<file path="src/rtl/win_pkg.sv">
package win_pkg;
  typedef enum logic [3:0] {
    OP_NOP       = 4'd0,
    OP_SAVE      = 4'd1,
    OP_RESTORE   = 4'd2,
    OP_SAVED     = 4'd3,
    OP_RESTORED  = 4'd4,
    OP_FLUSH     = 4'd5,
    OP_LD_SAVE   = 4'd8,
    OP_LD_REST   = 4'd9,
    OP_LD_OTHER  = 4'd10,
    OP_LD_CLEAN  = 4'd11,
    OP_LD_PTR    = 4'd12
  } win_op_e;

  localparam int TTW = 9;
  localparam int WSW = 6;
  localparam logic [TTW-1:0] TT_SPILL = 9'h080;
  localparam logic [TTW-1:0] TT_FILL  = 9'h0C0;
  localparam logic [TTW-1:0] TT_CLEAN = 9'h024;
  localparam logic [TTW-1:0] TT_OTHER = 9'h020;
endpackage

</file>
<file path="src/rtl/win_trap_enc.sv">
module win_trap_enc
  import win_pkg::*;
(
  input  logic [TTW-1:0] base,
  input  logic           other_nz,
  input  logic [WSW-1:0] ws,
  output logic [TTW-1:0] tt
);
  logic [TTW-1:0] fld;
  always_comb begin
    if (other_nz) fld = TT_OTHER | {4'b0, ws[5:3], 2'b00};
    else          fld = {4'b0, ws[2:0], 2'b00};
    tt = base | fld;
  end
endmodule

</file>
<file path="src/rtl/win_ptr_step.sv">
module win_ptr_step #(
  parameter int NWIN = 6,
  parameter int CW   = $clog2(NWIN)
) (
  input  logic [CW-1:0] cur,
  output logic [CW-1:0] up,
  output logic [CW-1:0] down
);
  localparam logic [CW-1:0] LAST = CW'(NWIN - 1);
  generate
    if ((NWIN & (NWIN - 1)) == 0) begin : g_pow2
      always_comb begin
        up   = cur + 1'b1;
        down = cur - 1'b1;
      end
    end else begin : g_mod
      always_comb begin
        up   = (cur == LAST) ? '0 : cur + 1'b1;
        down = (cur == '0) ? LAST : cur - 1'b1;
      end
    end
  endgenerate
endmodule

</file>
<file path="src/rtl/win_spill_ctl.sv">
module win_spill_ctl
  import win_pkg::*;
#(
  parameter int NWIN = 6,
  parameter int CW   = $clog2(NWIN)
) (
  input  logic          clk,
  input  logic          rst,
  input  logic [3:0]    op,
  input  logic [CW-1:0] op_data,
  input  logic          ws_we,
  input  logic [5:0]    ws_din,
  output logic [CW-1:0] win_ptr,
  output logic [CW-1:0] cansave,
  output logic [CW-1:0] canrestore,
  output logic [CW-1:0] otherwin,
  output logic [CW-1:0] cleanwin,
  output logic [5:0]    wstate,
  output logic          trap_valid,
  output logic [8:0]    trap_type
);
  localparam logic [CW-1:0] CS_INIT   = CW'(NWIN - 2);
  localparam logic [CW-1:0] CLEAN_MAX = CW'(NWIN - 1);
  localparam logic [CW:0]   PTR_LIM   = (CW+1)'(NWIN);

  logic [CW-1:0]  ptr_up, ptr_dn;
  logic [CW-1:0]  n_ptr, n_cs, n_cr, n_ow, n_cw;
  logic           n_trap, use_clean;
  logic [TTW-1:0] tbase, enc_tt, n_tt;
  win_op_e        opc;

  assign opc = win_op_e'(op);

  win_ptr_step #(.NWIN(NWIN), .CW(CW)) u_step (
    .cur(win_ptr), .up(ptr_up), .down(ptr_dn)
  );

  win_trap_enc u_enc (
    .base(tbase), .other_nz(otherwin != '0), .ws(wstate), .tt(enc_tt)
  );

  always_comb begin
    n_ptr = win_ptr; n_cs = cansave; n_cr = canrestore;
    n_ow = otherwin; n_cw = cleanwin;
    n_trap = 1'b0; use_clean = 1'b0; tbase = TT_SPILL;
    case (opc)
      OP_SAVE: begin
        if (cansave == '0) begin
          n_trap = 1'b1;
        end else if (cleanwin == canrestore) begin
          n_trap = 1'b1; use_clean = 1'b1;
        end else begin
          n_cs = cansave - 1'b1; n_cr = canrestore + 1'b1; n_ptr = ptr_dn;
        end
      end
      OP_RESTORE: begin
        tbase = TT_FILL;
        if (canrestore == '0) n_trap = 1'b1;
        else begin
          n_cs = cansave + 1'b1; n_cr = canrestore - 1'b1; n_ptr = ptr_up;
        end
      end
      OP_SAVED: begin
        n_cs = cansave + 1'b1;
        if (otherwin != '0) n_ow = otherwin - 1'b1;
        else                n_cr = canrestore - 1'b1;
      end
      OP_RESTORED: begin
        n_cr = canrestore + 1'b1;
        if (cleanwin < CLEAN_MAX) n_cw = cleanwin + 1'b1;
        if (otherwin != '0) n_ow = otherwin - 1'b1;
        else                n_cs = cansave - 1'b1;
      end
      OP_FLUSH:    n_trap = (cansave != CS_INIT);
      OP_LD_SAVE:  n_cs = op_data;
      OP_LD_REST:  n_cr = op_data;
      OP_LD_OTHER: n_ow = op_data;
      OP_LD_CLEAN: n_cw = op_data;
      OP_LD_PTR:   if ({1'b0, op_data} < PTR_LIM) n_ptr = op_data;
      default: ;
    endcase
    if (!n_trap)        n_tt = '0;
    else if (use_clean) n_tt = TT_CLEAN;
    else                n_tt = enc_tt;
  end

  always_ff @(posedge clk) begin
    if (rst) begin
      win_ptr <= '0; cansave <= CS_INIT; canrestore <= '0;
      otherwin <= '0; cleanwin <= '0; wstate <= '0;
      trap_valid <= 1'b0; trap_type <= '0;
    end else begin
      win_ptr <= n_ptr; cansave <= n_cs; canrestore <= n_cr;
      otherwin <= n_ow; cleanwin <= n_cw;
      if (ws_we) wstate <= ws_din;
      trap_valid <= n_trap; trap_type <= n_tt;
    end
  end
endmodule

</file>
<file path="config.mk">
export PLATFORM = sky130hd
export DESIGN_NAME = win_spill_ctl
export DESIGN_NICKNAME = d
export VERILOG_FILES = /design/src/rtl/win_pkg.sv /design/src/rtl/win_trap_enc.sv /design/src/rtl/win_ptr_step.sv /design/src/rtl/win_spill_ctl.sv
export SDC_FILE = /design/constraint.sdc
export NUM_CORES = 1
export LEC_CHECK = 0
export BUFFER_PORTS_ARGS = -buffer_cell sky130_fd_sc_hd__buf_2
export CORE_ASPECT_RATIO = 1.75
export CORE_MARGIN = 2
export CORE_UTILIZATION = 56
export CTS_CLUSTER_SIZE = 24
export DETAILED_ROUTE_END_ITERATION = 7
export GPL_TIMING_DRIVEN = 0
export PLACE_DENSITY = 0.92
export SYNTH_ARGS = -nofsm -noshare
export SYNTH_HDL_FRONTEND = slang
export SYNTH_SLANG_ARGS = --single-unit
export TNS_END_PERCENT = 100
</file>
<file path="constraint.sdc">
create_clock -name clk -period 4.14 [get_ports clk]
set_input_delay 0.828 -clock clk [delete_from_list [all_inputs] [get_ports clk]]
set_output_delay 0.828 -clock clk [all_outputs]
set_load 0.02 [all_outputs]
</file>
* Yosys cells after proc, flatten, opt, wreduce, memory -nomap -nowiden
Index checks and enable logic that the tools add are counted.
Word-level totals: output and inout bits 31, bits in registers 31, input port bits 16, word-level logic and storage cells 89
Operators by class: magnitude comparators 2, equal/unequal tests 21, reductions and logical operators 17, add/subtract/negate cells 8, bitwise gates (word level) 2, mux-type cells 30
Operators by type and width (count):
- 3-bit two-way mux | 16
- 3-bit case mux with 5 select lines | 2
- 4-bit equality test, second input constant | 5
- 5-bit AND reduction | 3
- 2-bit != test, second input constant | 7
- 3-bit by 1-bit adder with 3-bit output, second input constant | 4
- 6-bit two-way mux | 2
- 3-bit case mux with 2 select lines | 2
- 3-bit by 1-bit subtractor with 3-bit output, second input constant | 4
- 5-bit nonzero test | 2
- 3-bit zero test | 3
- 3-bit case mux with 3 select lines | 1
- 4-bit by 2-bit equality test with 1-bit output, second input constant | 2
- 4-bit by 3-bit equality test with 1-bit output, second input constant | 2
- 8-bit by 6-bit bitwise OR with 8-bit output | 1
- 7-bit two-way mux | 1
- 3-bit less-than comparator, second input constant | 2
- 3-bit nonzero test | 2
- 1-bit two-way mux | 5
- 4-bit by 1-bit equality test with 1-bit output, second input constant | 1
- 2-bit AND reduction | 2
- 2-bit nonzero test | 2
- 2-bit OR reduction | 2
- 3-bit equality test | 1
- 6 further kinds | 6

* Depth between registers and ports, before layout
Gate-level depths: netlist (run 1).
depth in word-level cells 6, mapped depth 7, depth with buffers taken out 7

* Hierarchy
From an unflattened synthesis (run 1), not the netlist that was laid out.
Second synthesis, totals: cell total of the unflattened synthesis 194, area, all modules 1890.6 um^2
Modules (own cells, without submodules):
- win_spill_ctl | cells an instance 171, area each 1729.2 um^2, times used 1
- win_trap_enc | cells an instance 12, area each 88.8 um^2, times used 1
- win_ptr_step | cells an instance 11, area each 72.6 um^2, times used 1

* Worst setup path before layout (run 1)
OpenSTA, ideal clock, no wires.
path type input to register, start input op[3], end register cansave[2], cell stages on the path 7, arrival time 2.179 ns, setup slack 1.824 ns, required time 4.003 ns, library setup time 0.137 ns, cell sequence nor3b_2 -> fa_1 -> xor2_1 -> xnor2_1 -> nor2_1 -> a2111oi_0 -> a21oi_1
Between the ends: word-level cells in the longest chain between the ends 3, elaborated cells between the ends (all ways) 12, those cells by class 9 x eq/ne; 1 x mux; 2 x reduce/logical
RTL lines:
- start: declaration | line win_spill_ctl.sv:9 | input logic [3:0] op,
- 4-bit by 3-bit equality test with 1-bit output, or another cell as far along | line win_spill_ctl.sv:46 | case (opc)
- 5-bit nonzero test (no source line) or 2-bit != test (tied branches)
- 5-bit AND reduction (no source line)
- end signal: assignment | line win_spill_ctl.sv:93 | win_ptr <= n_ptr; cansave <= n_cs; canrestore <= n_cr;
- end: declaration | line win_spill_ctl.sv:14 | output logic [CW-1:0] cansave,
Several ways; a longest one is shown, not always the timed one. A chain may end at the register's enable or synchronous reset.

* Worst setup path after layout (run 1)
start input op[1], end register cansave[2]
Same word-level chain as after synthesis.

==> results of run 1 <==
## kinds of logic after synthesis
| family | count (synthesis) | share of synthesized area (%) |
|---|---|---|
| AO/OA/AOI/OAI | 42 | 19.50 |
| other | 1 | 0.2205 |
| XOR/XNOR | 11 | 5.666 |
| adder cells (fa/ha/maj) | 6 | 5.298 |
| AND/OR/NAND/NOR | 66 | 22.52 |
| buffers and inverters | 21 | 6.107 |
| multiplexers | 13 | 7.727 |
| flip-flops | 28 | 32.97 |
## cell usage after synthesis (all sizes together), types with 2 or more instances
master  instances  area, um2
dfxtp          28      560.5
nor2           23      88.84
mux2i          12      120.1
a211oi         11      97.60
inv            11      41.29
nand2           9      33.78
a21oi           7      42.54
buf             7      51.30
xnor2           6      52.55
nand2b          5      38.78
nor3            5      25.02
o21ai           5      25.02
xor2            5      43.79
ha              4      50.05
nand3           4      20.02
nor2b           4      25.02
a211o           3      26.28
clkbuf          3      11.26
nand3b          3      22.52
nor4b           3      45.04
a21boi          2      15.01
a22oi           2      15.01
fa              2      40.04
nand4           2      12.51
nor4            2      12.51
o211ai          2      15.01
or3b            2      17.52
## flip-flops by register name (all words and copies together) (netlist names)
register    count
win_ptr         3
cleanwin        3
trap_valid      1
wstate          6
otherwin        3
trap_type       6
cansave         3
canrestore      3
## power by group through the flow
stage               registers [mW]  clock network, mW  logic, mW
floorplan                    0.329                  0      0.101
global placement             0.311                  0      0.163
detailed placement           0.311                  0      0.170
CTS                          0.305              0.148      0.171
global route                 0.308              0.159      0.188
finish                       0.305              0.145      0.172
## placed cells by master, fill, tap and decap left out, types with 6 or more instances in the layout
cell type / instances
buf_2: 44
dfxtp_1: 28
nor2_1: 22
mux2i_1: 12
inv_1: 10
nand2_1: 9
a211oi_1: 8
xnor2_1: 6
## how the worst max path moves through the flow
stage | to | slack, ns
after global placement | cansave[2] | 1.50
after floorplan | cansave[2] | 1.82
after global routing | cansave[2] | 1.52
after detailed placement | cansave[2] | 1.46
after CTS | cansave[2] | 1.75
final | cansave[2] | 1.71
## worst max-delay path, stage by stage
cell,delay (ns)
buf_2,0.15
nor3b_2,0.47
fa_1,0.29
xor2_1,0.19
xnor2_1,0.14
nor2_1,0.05
a2111oi_0,0.40
a21oi_1,0.07
## metrics by stage
stage / cells / worst slack (ns) / hold WS [ns] / util [%]
floorplan: 190 / 1.824 / 0.5498 / -
CTS: 263 / 1.746 / 0.4800 / 68.88
global placement: 260 / 1.500 / 0.4628 / 67.46
global route: 263 / 1.523 / 0.4999 / 68.88
detailed placement: 260 / 1.462 / 0.4667 / 67.46
finish: 263 / 1.712 / 0.4766 / 68.88
## layer usage
metal	up-vias	share of wire (%)	wire length, um
met4	0	4.4	174
met2	62	54	2116
li1	766	-	-
met1	727	37	1451
met5	-	0	0
met3	17	4.9	192
## layout make-up
type	count	area, um2	share of cell area [%]
Tap cell	28	35.03	1.757
Clock buffer	3	41.29	2.070
Timing Repair Buffer	42	210.2	10.54
Sequential cell	28	560.5	28.11
Inverter	11	41.29	2.070
Multi-Input combinational cell	141	1044	52.32
Buffer	10	62.56	3.137
==> run_results.csv, run 1 <==
group,metric,value,unit
outcome,status,"completed",
grt,grt_max_degree,15,
grt,antenna_found_initial,0,
clock_network,htree_levels,1,
clock_network,numCtsBuffers,3,
power_and_ir_drop,switching_share,32.20,%
worst_hold_path,min_from,"wstate[2]",
setup_path,worstPathArrival,2.57,ns
clock_network,cts_resized,0,
die,coreArea,2895,um2
setup_path,start_kind,"primary input",
clock_network,cts_buffer_depth,2,
grt,top_usage_layer,"met2",
setup_path,reg2reg_from,"canrestore[0]",
die,die_area,3511,um2
synth,syn_avg_cell_area,9.045,um2
sta,finalSetupTns,0,ns
power_and_ir_drop,total_power,0.6212,mW
synth,synthArstFlopShare,0,%
setup_path,path_class,"primary input to register",
power_and_ir_drop,vdd_drop_max,0.0001755,V
drt,vias_per_cell,5.977,
grt,grtUsageTotal,24.16,%
sta,drv_slew,0,
layout,drive_gt1_share,28.51,%
layout,diodes,0,
sta,setup_violations,0,
sta,period_needed,2.428,ns
layout,nNetsFinal,259,
setup_path,r2r_end,"cansave[2]",
power_and_ir_drop,internal-power,0.4212,mW
clock_network,insertion_delay,0.27,ns
job,maxCapViolations,0,
power_and_ir_drop,powerDensity,311.5,nW/um2
grt,grt_pass1_vias,1504,
sta,rsz0062_at_grt,"false",
placed_design,placed_cell_area,1953,um2
grt,grtUsageMet2,41.55,%
setup_path,critPathRequiredTime,4.28,ns
synth,yosysWarningCount,0,
grt,globalRouteMet1Util,25.74,%
worst_hold_path,worstHoldPathType,"register to register",
die,die_w,45.66,um
worst_hold_path,holdPathStages,2,
grt,grt_use_met3,2.588,%
sta,max_clock_freq,0.4119,GHz
placed_design,hpwl,3.044,mm
layout,syn_to_final_growth,17.29,%
layout,fillers,246,
drt,postRouteAntennaNets,0,
power_and_ir_drop,power.leakage,0.8816,nW
grt,grt_pass1_wl,6.458,mm
placed_design,portBuffers,42,
synth,netlist-cell-type-count,50,
grt,overflow,0,
sta,relSlewSlack,61.65,%
setup_path,worstSetupStartpoint,"op[1]",
clock_network,post_cts_buffers,0,
drt,dr.pass1.iters,4,
clock_network,ctsHoldBuffers,0,
setup_path,r2r_slack,2.27,ns
power_and_ir_drop,combinationalPowerShare,27.6,%
drt,wire_per_inst,14.96,um
synth,synth_ff_type,"dfxtp_1",
clock_network,clock_sink_count,28,
sta,finClkSkew,0.001940,ns
die,die_h,76.90,um
setup_path,critPathMaxFanout,5,
sta,period_share,58.65,%
clock_network,clkTransAtPathRegs,0.09,ns
synth,syn_area,1700,um2
layout,final_cell_area,1994,um2
die,io_pins,47,
power_and_ir_drop,switchingPower,0.2000,mW
clock_network,root_buffer,"clkbuf_8",
clock_network,cts_tree,"done",
synth,synth_edf_count,0,
drt,wl,3.934,mm
worst_hold_path,whs_endpoint,"trap_type[4]",
synth,syn_inst,188,
setup_path,reg2reg_depth,5,
drt,drt_iter0_markers,46,
power_and_ir_drop,clkPwrFrac,23.3,%
sta,tightest_slew,0.5737,ns
drt,drc,0,
sta,hold_violations,0,
power_and_ir_drop,p_seq_share,49.1,%
synth,seq_area_frac_synth,32.97,%
synth,ys_ff_latch,28,
setup_path,endpoint_kind,"register",
placed_design,gp_congestion,0.8718,
drt,vias,1572,
die,placementRows,26,
die,initial_core_util,58.73,%
(Power assumes the default switching activity.)
==> inputs of run 2 (changes only) <==
--- a/config.mk
+++ b/config.mk
@@ -8,11 +8,11 @@
 export BUFFER_PORTS_ARGS = -buffer_cell sky130_fd_sc_hd__buf_2
 export CORE_ASPECT_RATIO = 1.75
 export CORE_MARGIN = 2
-export CORE_UTILIZATION = 56
+export CORE_UTILIZATION = 52
 export CTS_CLUSTER_SIZE = 24
 export DETAILED_ROUTE_END_ITERATION = 7
 export GPL_TIMING_DRIVEN = 0
-export PLACE_DENSITY = 0.92
+export PLACE_DENSITY = 0.86
 export SYNTH_ARGS = -nofsm -noshare
 export SYNTH_HDL_FRONTEND = slang
 export SYNTH_SLANG_ARGS = --single-unit
==> constraint.sdc (replaced) <==
create_clock -name clk -period 2.5 [get_ports clk]
set_input_delay 0.5 -clock clk [delete_from_list [all_inputs] [get_ports clk]]
set_output_delay 0.5 -clock clk [all_outputs]
set_load 0.02 [all_outputs]
==> run_results.csv, run 2 (synthesized netlist as in run 1, its figures left out) <==
group,metric,value,unit
outcome,status,"completed",
setup_path,critPathCapture,"cansave[2]",
layout,fin_cells,278,
grt,grt_max_degree,15,
clock_network,htree_levels,1,
setup_path,path_class,"primary input to register",
setup_path,r2r_end,"cansave[2]",
drt,wl,3.758,mm
clock_network,root_buffer,"clkbuf_8",
power_and_ir_drop,power.leakage,0.8816,nW
layout,reg_top3,"trap_type: 6 flops, wstate: 6 flops",
placed_design,gp_congestion,0.8677,
die,placementRows,27,
setup_path,reg2reg_from,"cansave[0]",
setup_path,reg2reg_depth,7,
grt,overflow,0,
sta,rsz0062_at_grt,"false",
setup_path,r2r_slack,0.63,ns
drt,vias,1548,
setup_path,critical-path-max-stage-delay,0.48,ns
placed_design,dpl.cell_count,275,
sta,period_share,83.93,%
sta,tightest_slew,0.5831,ns
setup_path,cp_slowest_cell,"nor3b_2",
power_and_ir_drop,vdd_drop_max,0.0002996,V
drt,wire_per_inst,13.52,um
setup_path,crit_chain,"buf_2 > nor3b_2 > fa_1 > xor2_1 > xnor2_1 > nor2_1 > a2111oi_0 > a21oi_1",
die,die_h,79.65,um
drt,dr.pass1.iters,4,
grt,antenna_found_initial,0,
power_and_ir_drop,powerDensity,508.4,nW/um2
drt,postRouteAntennaNets,0,
layout,postLayoutCoreUtil,64.08,%
layout,diodes,0,
sta,finClkSkew,0.004031,ns
die,initial_core_util,54.12,%
layout,drive_gt1_share,28.51,%
job,maxCapViolations,0,
setup_path,worstPathArrival,2.24,ns
clock_network,numCtsBuffers,3,
sta,setup_violations,0,
clock_network,post_cts_buffers,0,
setup_path,critPathMaxFanout,6,
grt,grt_pass1_wl,6.203,mm
clock_network,cts_tree,"done",
clock_network,cts_resized,0,
grt,grt_pass1_vias,1500,
drt,drc,0,
layout,syn_to_final_growth,18.40,%
placed_design,hpwl,2.971,mm
die,die_w,47.23,um
drt,drt_iter0_markers,32,
placed_design,portBuffers,42,
sta,period_needed,2.098,ns
clock_network,insertion_delay,0.27,ns
sta,max_clock_freq,0.4766,GHz
die,coreArea,3142,um2
clock_network,clock_sink_count,28,
worst_hold_path,worstHoldPathType,"primary input to register",
clock_network,cts_buffer_depth,2,
layout,nNetsFinal,259,
setup_path,start_kind,"primary input",
setup_path,endpoint_kind,"register",
die,die_area,3761,um2
sta,drv_slew,0,
clock_network,clkTransAtPathRegs,0.09,ns
sta,hold_violations,0,
grt,grtUsageTotal,21.83,%
die,io_pins,47,
clock_network,ctsHoldBuffers,0,
layout,mostFrequentLayoutCells,"buf_2 (44), dfxtp_1 (28), nor2_1 (22), mux2i_1 (12), inv_1 (10)",
layout,layout.cells.most_common,"buf_2",
sta,relSlewSlack,61.02,%
power_and_ir_drop,total_power,1.023,mW
sta,finalSetupTns,0,ns
setup_path,critPathRequiredTime,2.64,ns
setup_path,worstSetupStartpoint,"op[3]",
drt,vias_per_cell,5.568,
-- run 2: cell counts in the layout (fill, tap and decap cells not counted) --
No cell type changed its count.
-- run 2: critical path, delay by kind of cell --
kind            cells  cell delay, ns
simple gates        2            0.53
compound gates      2            0.46
fa+ha+maj           1            0.29
xor+xnor            2            0.32
buf+inv             1            0.14
-- run 2: layout make-up --
cell class	count	area, um2
buffer	10	62.56
clock buffer	3	41.29
fill	286	1129
inverter	11	41.29
multi-input combinational	141	1044
sequential	28	560.5
tap	43	53.80
timing repair buffer	42	210.2
-- run 2: metrics by stage --
step	worst slack, ns	hold WS [ns]	cell area (um2)
after CTS	0.3904	0.4634	2013
after global routing	0.2625	0.4710	2013
after floorplan	0.5119	0.5498	1708
final	0.4017	0.4623	2013
after global placement	0.1712	0.4674	1972
after detailed placement	0.09456	0.4728	1972
-- run 2: layer usage --
layer | global-route usage [%] | wire [um] | vias up
met1 | 22.49 | 1443 | 730
met2 | 38.92 | 2063 | 41
met4 | 13.33 | 112 | 0
li1 | - | - | 767
met5 | 0 | 0 | -
met3 | 1.810 | 139 | 10
-- run 2: worst min path at each step --
stage,startpoint,to,cells past startpoint
after floorplan,wstate[1],trap_type[3],2
after global placement,wstate[2],trap_type[4],2
after detailed placement,wstate[2],trap_type[4],2
after CTS,ws_din[0],wstate[0],3
after global routing,ws_din[5],wstate[5],3
final,ws_din[0],wstate[0],3
-- run 2: report_power, final --
group          switching (mW)  leakage [nW]  internal, mW
combinational           0.165         0.631         0.115
clock                   0.130        0.0216         0.108
sequential             0.0320         0.229         0.473
==> inputs of run 3 (changes only) <==
--- a/config.mk
+++ b/config.mk
@@ -5,14 +5,15 @@
 export SDC_FILE = /design/constraint.sdc
 export NUM_CORES = 1
 export LEC_CHECK = 0
+export ABC_AREA = 1
 export BUFFER_PORTS_ARGS = -buffer_cell sky130_fd_sc_hd__buf_2
 export CORE_ASPECT_RATIO = 1.75
 export CORE_MARGIN = 2
-export CORE_UTILIZATION = 52
+export CORE_UTILIZATION = 53
 export CTS_CLUSTER_SIZE = 24
 export DETAILED_ROUTE_END_ITERATION = 7
 export GPL_TIMING_DRIVEN = 0
-export PLACE_DENSITY = 0.86
+export PLACE_DENSITY = 0.87
 export SYNTH_ARGS = -nofsm -noshare
 export SYNTH_HDL_FRONTEND = slang
 export SYNTH_SLANG_ARGS = --single-unit
==> constraint.sdc (replaced) <==
create_clock -name clk -period 2 [get_ports clk]
set_input_delay 0.4 -clock clk [delete_from_list [all_inputs] [get_ports clk]]
set_output_delay 0.4 -clock clk [all_outputs]
set_load 0.02 [all_outputs]
==> run_results.csv, run 3 <==
group,metric,value,unit
layout,diodes,0,
worst_hold_path,worstHoldPathType,"primary input to register",
clock_network,root_buffer,"clkbuf_8",
layout,layout.cells.most_common,"nand2_1",
synth,synthTopCellsByCount,"nand2_1 (78), inv_1 (49), nor2_1 (45)",
clock_network,cts_tree,"done",
drt,postRouteAntennaNets,0,
die,coreArea,3328,um2
die,placementRows,28,
placed_design,portBuffers,42,
placed_design,hpwl,3.376,mm
drt,wire_per_inst,10.91,um
die,initial_core_util,55.04,%
die,io_pins,47,
synth,yosys.area_share.xor_xnor,1.913,%
synth,synthMuxAreaShare,0,%
setup_path,critPathRequiredTime,2.22,ns
setup_path,endpoint_kind,"register",
setup_path,critPathMaxFanout,7,
setup_path,reg2reg_depth,7,
clock_network,clkTransAtPathRegs,0.10,ns
worst_hold_path,min_from,"rst",
setup_path,r2r_slack,0.44,ns
sta,max_clock_freq,0.5696,GHz
setup_path,worstSetupStartpoint,"op[2]",
synth,yosysWarningCount,0,
clock_network,ctsHoldBuffers,0,
power_and_ir_drop,switchingPower,0.4824,mW
power_and_ir_drop,powerDensity,685.3,nW/um2
synth,seq_area_frac_synth,30.60,%
setup_path,critical-path-max-stage-delay,0.44,ns
layout,fillers,323,
synth,ys_top_cells_by_area,"dfxtp_1 (31%), nand2_1 (16%), inv_1 (10%)",
synth,synthArstFlopShare,0,%
synth,synthAdderAreaFrac,4.918,%
drt,wl,4.265,mm
sta,period_share,87.78,%
setup_path,worstPathArrival,1.98,ns
setup_path,crit_chain,"buf_2 > nor2_2 > nand2_1 > inv_1 > fa_1 > inv_1 > nand2_1 > o21ai_0 > inv_1 > nand3_1 > nand2_1 > nor2_1",
die,die_area,3961,um2
power_and_ir_drop,internal-power,1.011,mW
power_and_ir_drop,p_seq_share,42.1,%
placed_design,dpl.cell_count,387,
outcome,status,"completed",
sta,setup_violations,0,
synth,ys_ff_latch,28,
sta,hold_violations,0,
layout,reg_top3,"trap_type: 6 flops, wstate: 6 flops",
grt,overflow,0,
clock_network,insertion_delay,0.28,ns
power_and_ir_drop,clkPwrFrac,30.3,%
die,die_w,48.44,um
layout,syn_to_final_growth,18.99,%
power_and_ir_drop,switching_share,32.30,%
setup_path,start_kind,"primary input",
synth,synth_compound_area_share,10.45,%
clock_network,numCtsBuffers,3,
synth,synth_edf_count,0,
layout,fin_cells,391,
grt,grt_pass1_vias,1727,
synth,syn_inst,298,
sta,drv_slew,0,
power_and_ir_drop,vdd_drop_max,0.0005574,V
job,maxCapViolations,0,
clock_network,cts_buffer_depth,2,
synth,netlist-cell-type-count,27,
grt,grt_pass1_wl,7.010,mm
setup_path,critPathCapture,"cansave[1]",
clock_network,clock_sink_count,28,
synth,yosys.area.top_type_share,30.60,%
synth,syn_avg_cell_area,6.147,um2
grt,grt_max_degree,17,
synth,yosys.area_share.simple,38.73,%
layout,nNetsFinal,369,
sta,period_needed,1.756,ns
drt,dr.pass1.iters,4,
synth,synth_top_family_by_area,"simple AND/OR/NAND/NOR gates",
grt,antenna_found_initial,0,
die,die_h,81.77,um
setup_path,r2r_end,"otherwin[1]",
power_and_ir_drop,combinationalPowerShare,27.6,%
drt,drt_iter0_markers,64,
synth,synth_area_leader_cell,"dfxtp_1",
drt,vias_per_cell,4.875,
layout,mostFrequentLayoutCells,"nand2_1 (78), inv_1 (49), nor2_1 (44), buf_2 (43), dfxtp_1 (28)",
setup_path,path_class,"primary input to register",
sta,finClkSkew,0.005579,ns
sta,rsz0062_at_grt,"false",
layout,postLayoutCoreUtil,65.49,%
power_and_ir_drop,power.leakage,1.209,nW
placed_design,gp_congestion,0.8874,
drt,vias,1906,
grt,grtUsageTotal,22.18,%
synth,synth_ff_type,"dfxtp_1",
layout,drive_gt1_share,18.79,%
setup_path,reg2reg_from,"otherwin[0]",
clock_network,htree_levels,1,
setup_path,cp_slowest_cell,"fa_1",
synth,syn_area,1832,um2
synth,yosysMostFrequentCell,"nand2_1",
drt,drc,0,
-- run 3: changes by cell type after synthesis, moves of 5 or more --
cell      delta
nand2_1     +69
inv_1       +39
nor2_1      +23
nand3_1     +21
o21ai_0     +18
mux2i_1     -12
a211oi_1     -8
a21oi_1      +7
nor3_1       -5
xor2_1       -5
-- run 3: power groups by stage --
stage	logic, mW	registers [mW]	clock network, mW
after floorplan	0.258	0.682	0
after global placement	0.400	0.641	0
after detailed placement	0.411	0.642	0
after CTS	0.413	0.629	0.458
after global routing	0.474	0.637	0.479
final	0.413	0.629	0.452
-- run 3: metrics by stage --
stage          cell area, um2  setup slack (ns)  setup TNS, ns  power [mW]  hold WS [ns]
2_1_floorplan            1839            0.2852              0      0.9399        0.4691
3_5_place_dp             2106          -0.07563        -0.1271       1.053        0.4592
5_1_grt                  2180           0.09720              0       1.591        0.3278
6_report                 2180            0.2443              0       1.494        0.3221
3_3_place_gp             2106          -0.06385        -0.1185       1.042        0.4569
4_1_cts                  2177            0.1654              0       1.500        0.3240
-- run 3: area by class of cell --
class / count / area, um2 / share of cell area, %
buffer: 7 / 53.80 / 2.468
clock buffer: 3 / 41.29 / 1.894
clock inverter: 1 / 30.03 / 1.378
inverter: 50 / 187.7 / 8.611
multi-input combinational: 215 / 1040 / 47.70
sequential: 28 / 560.5 / 25.72
tap: 45 / 56.30 / 2.583
timing repair buffer: 42 / 210.2 / 9.644
-- run 3: cell families (layout without fill, tap and decap cells) --
kind of cell	Yosys count	in the layout
buf+inv	57	103
fa+ha+maj	6	6
xor+xnor	4	4
other cells	1	3
flops	28	28
simple gates	165	165
compound gates	37	37
-- run 3: how the worst min path moves through the flow --
stage / cells past startpoint / to
5_1_grt: 2 / cleanwin[2]
3_5_place_dp: 2 / wstate[1]
3_3_place_gp: 2 / wstate[2]
4_1_cts: 2 / cleanwin[2]
2_1_floorplan: 1 / cleanwin[2]
6_report: 2 / otherwin[0]
-- run 3: per-layer routing --
metal  track usage [%]  wire (um)  vias up
met5                 0          0        -
met4             10.57        139        0
met3             2.182        138       14
met2             43.75       2306       48
met1             23.46       1680      832
li1                  -          -     1012
-- run 3: critical path, delay by kind of cell --
kind                       cells  cell delay, ns
AOI/OAI and AO/OA              1            0.07
adders and majority gates      1            0.44
buffers and inverters          4            0.44
and+or+nand+nor                6            0.61
-- run 3: what timing repair did --
| item | CTS | global route |
|---|---|---|
| gates resized for setup | 0 | 1 |
| setup buffers | 0 | 0 |
| endpoints found under the setup margin | 0 | 1 |
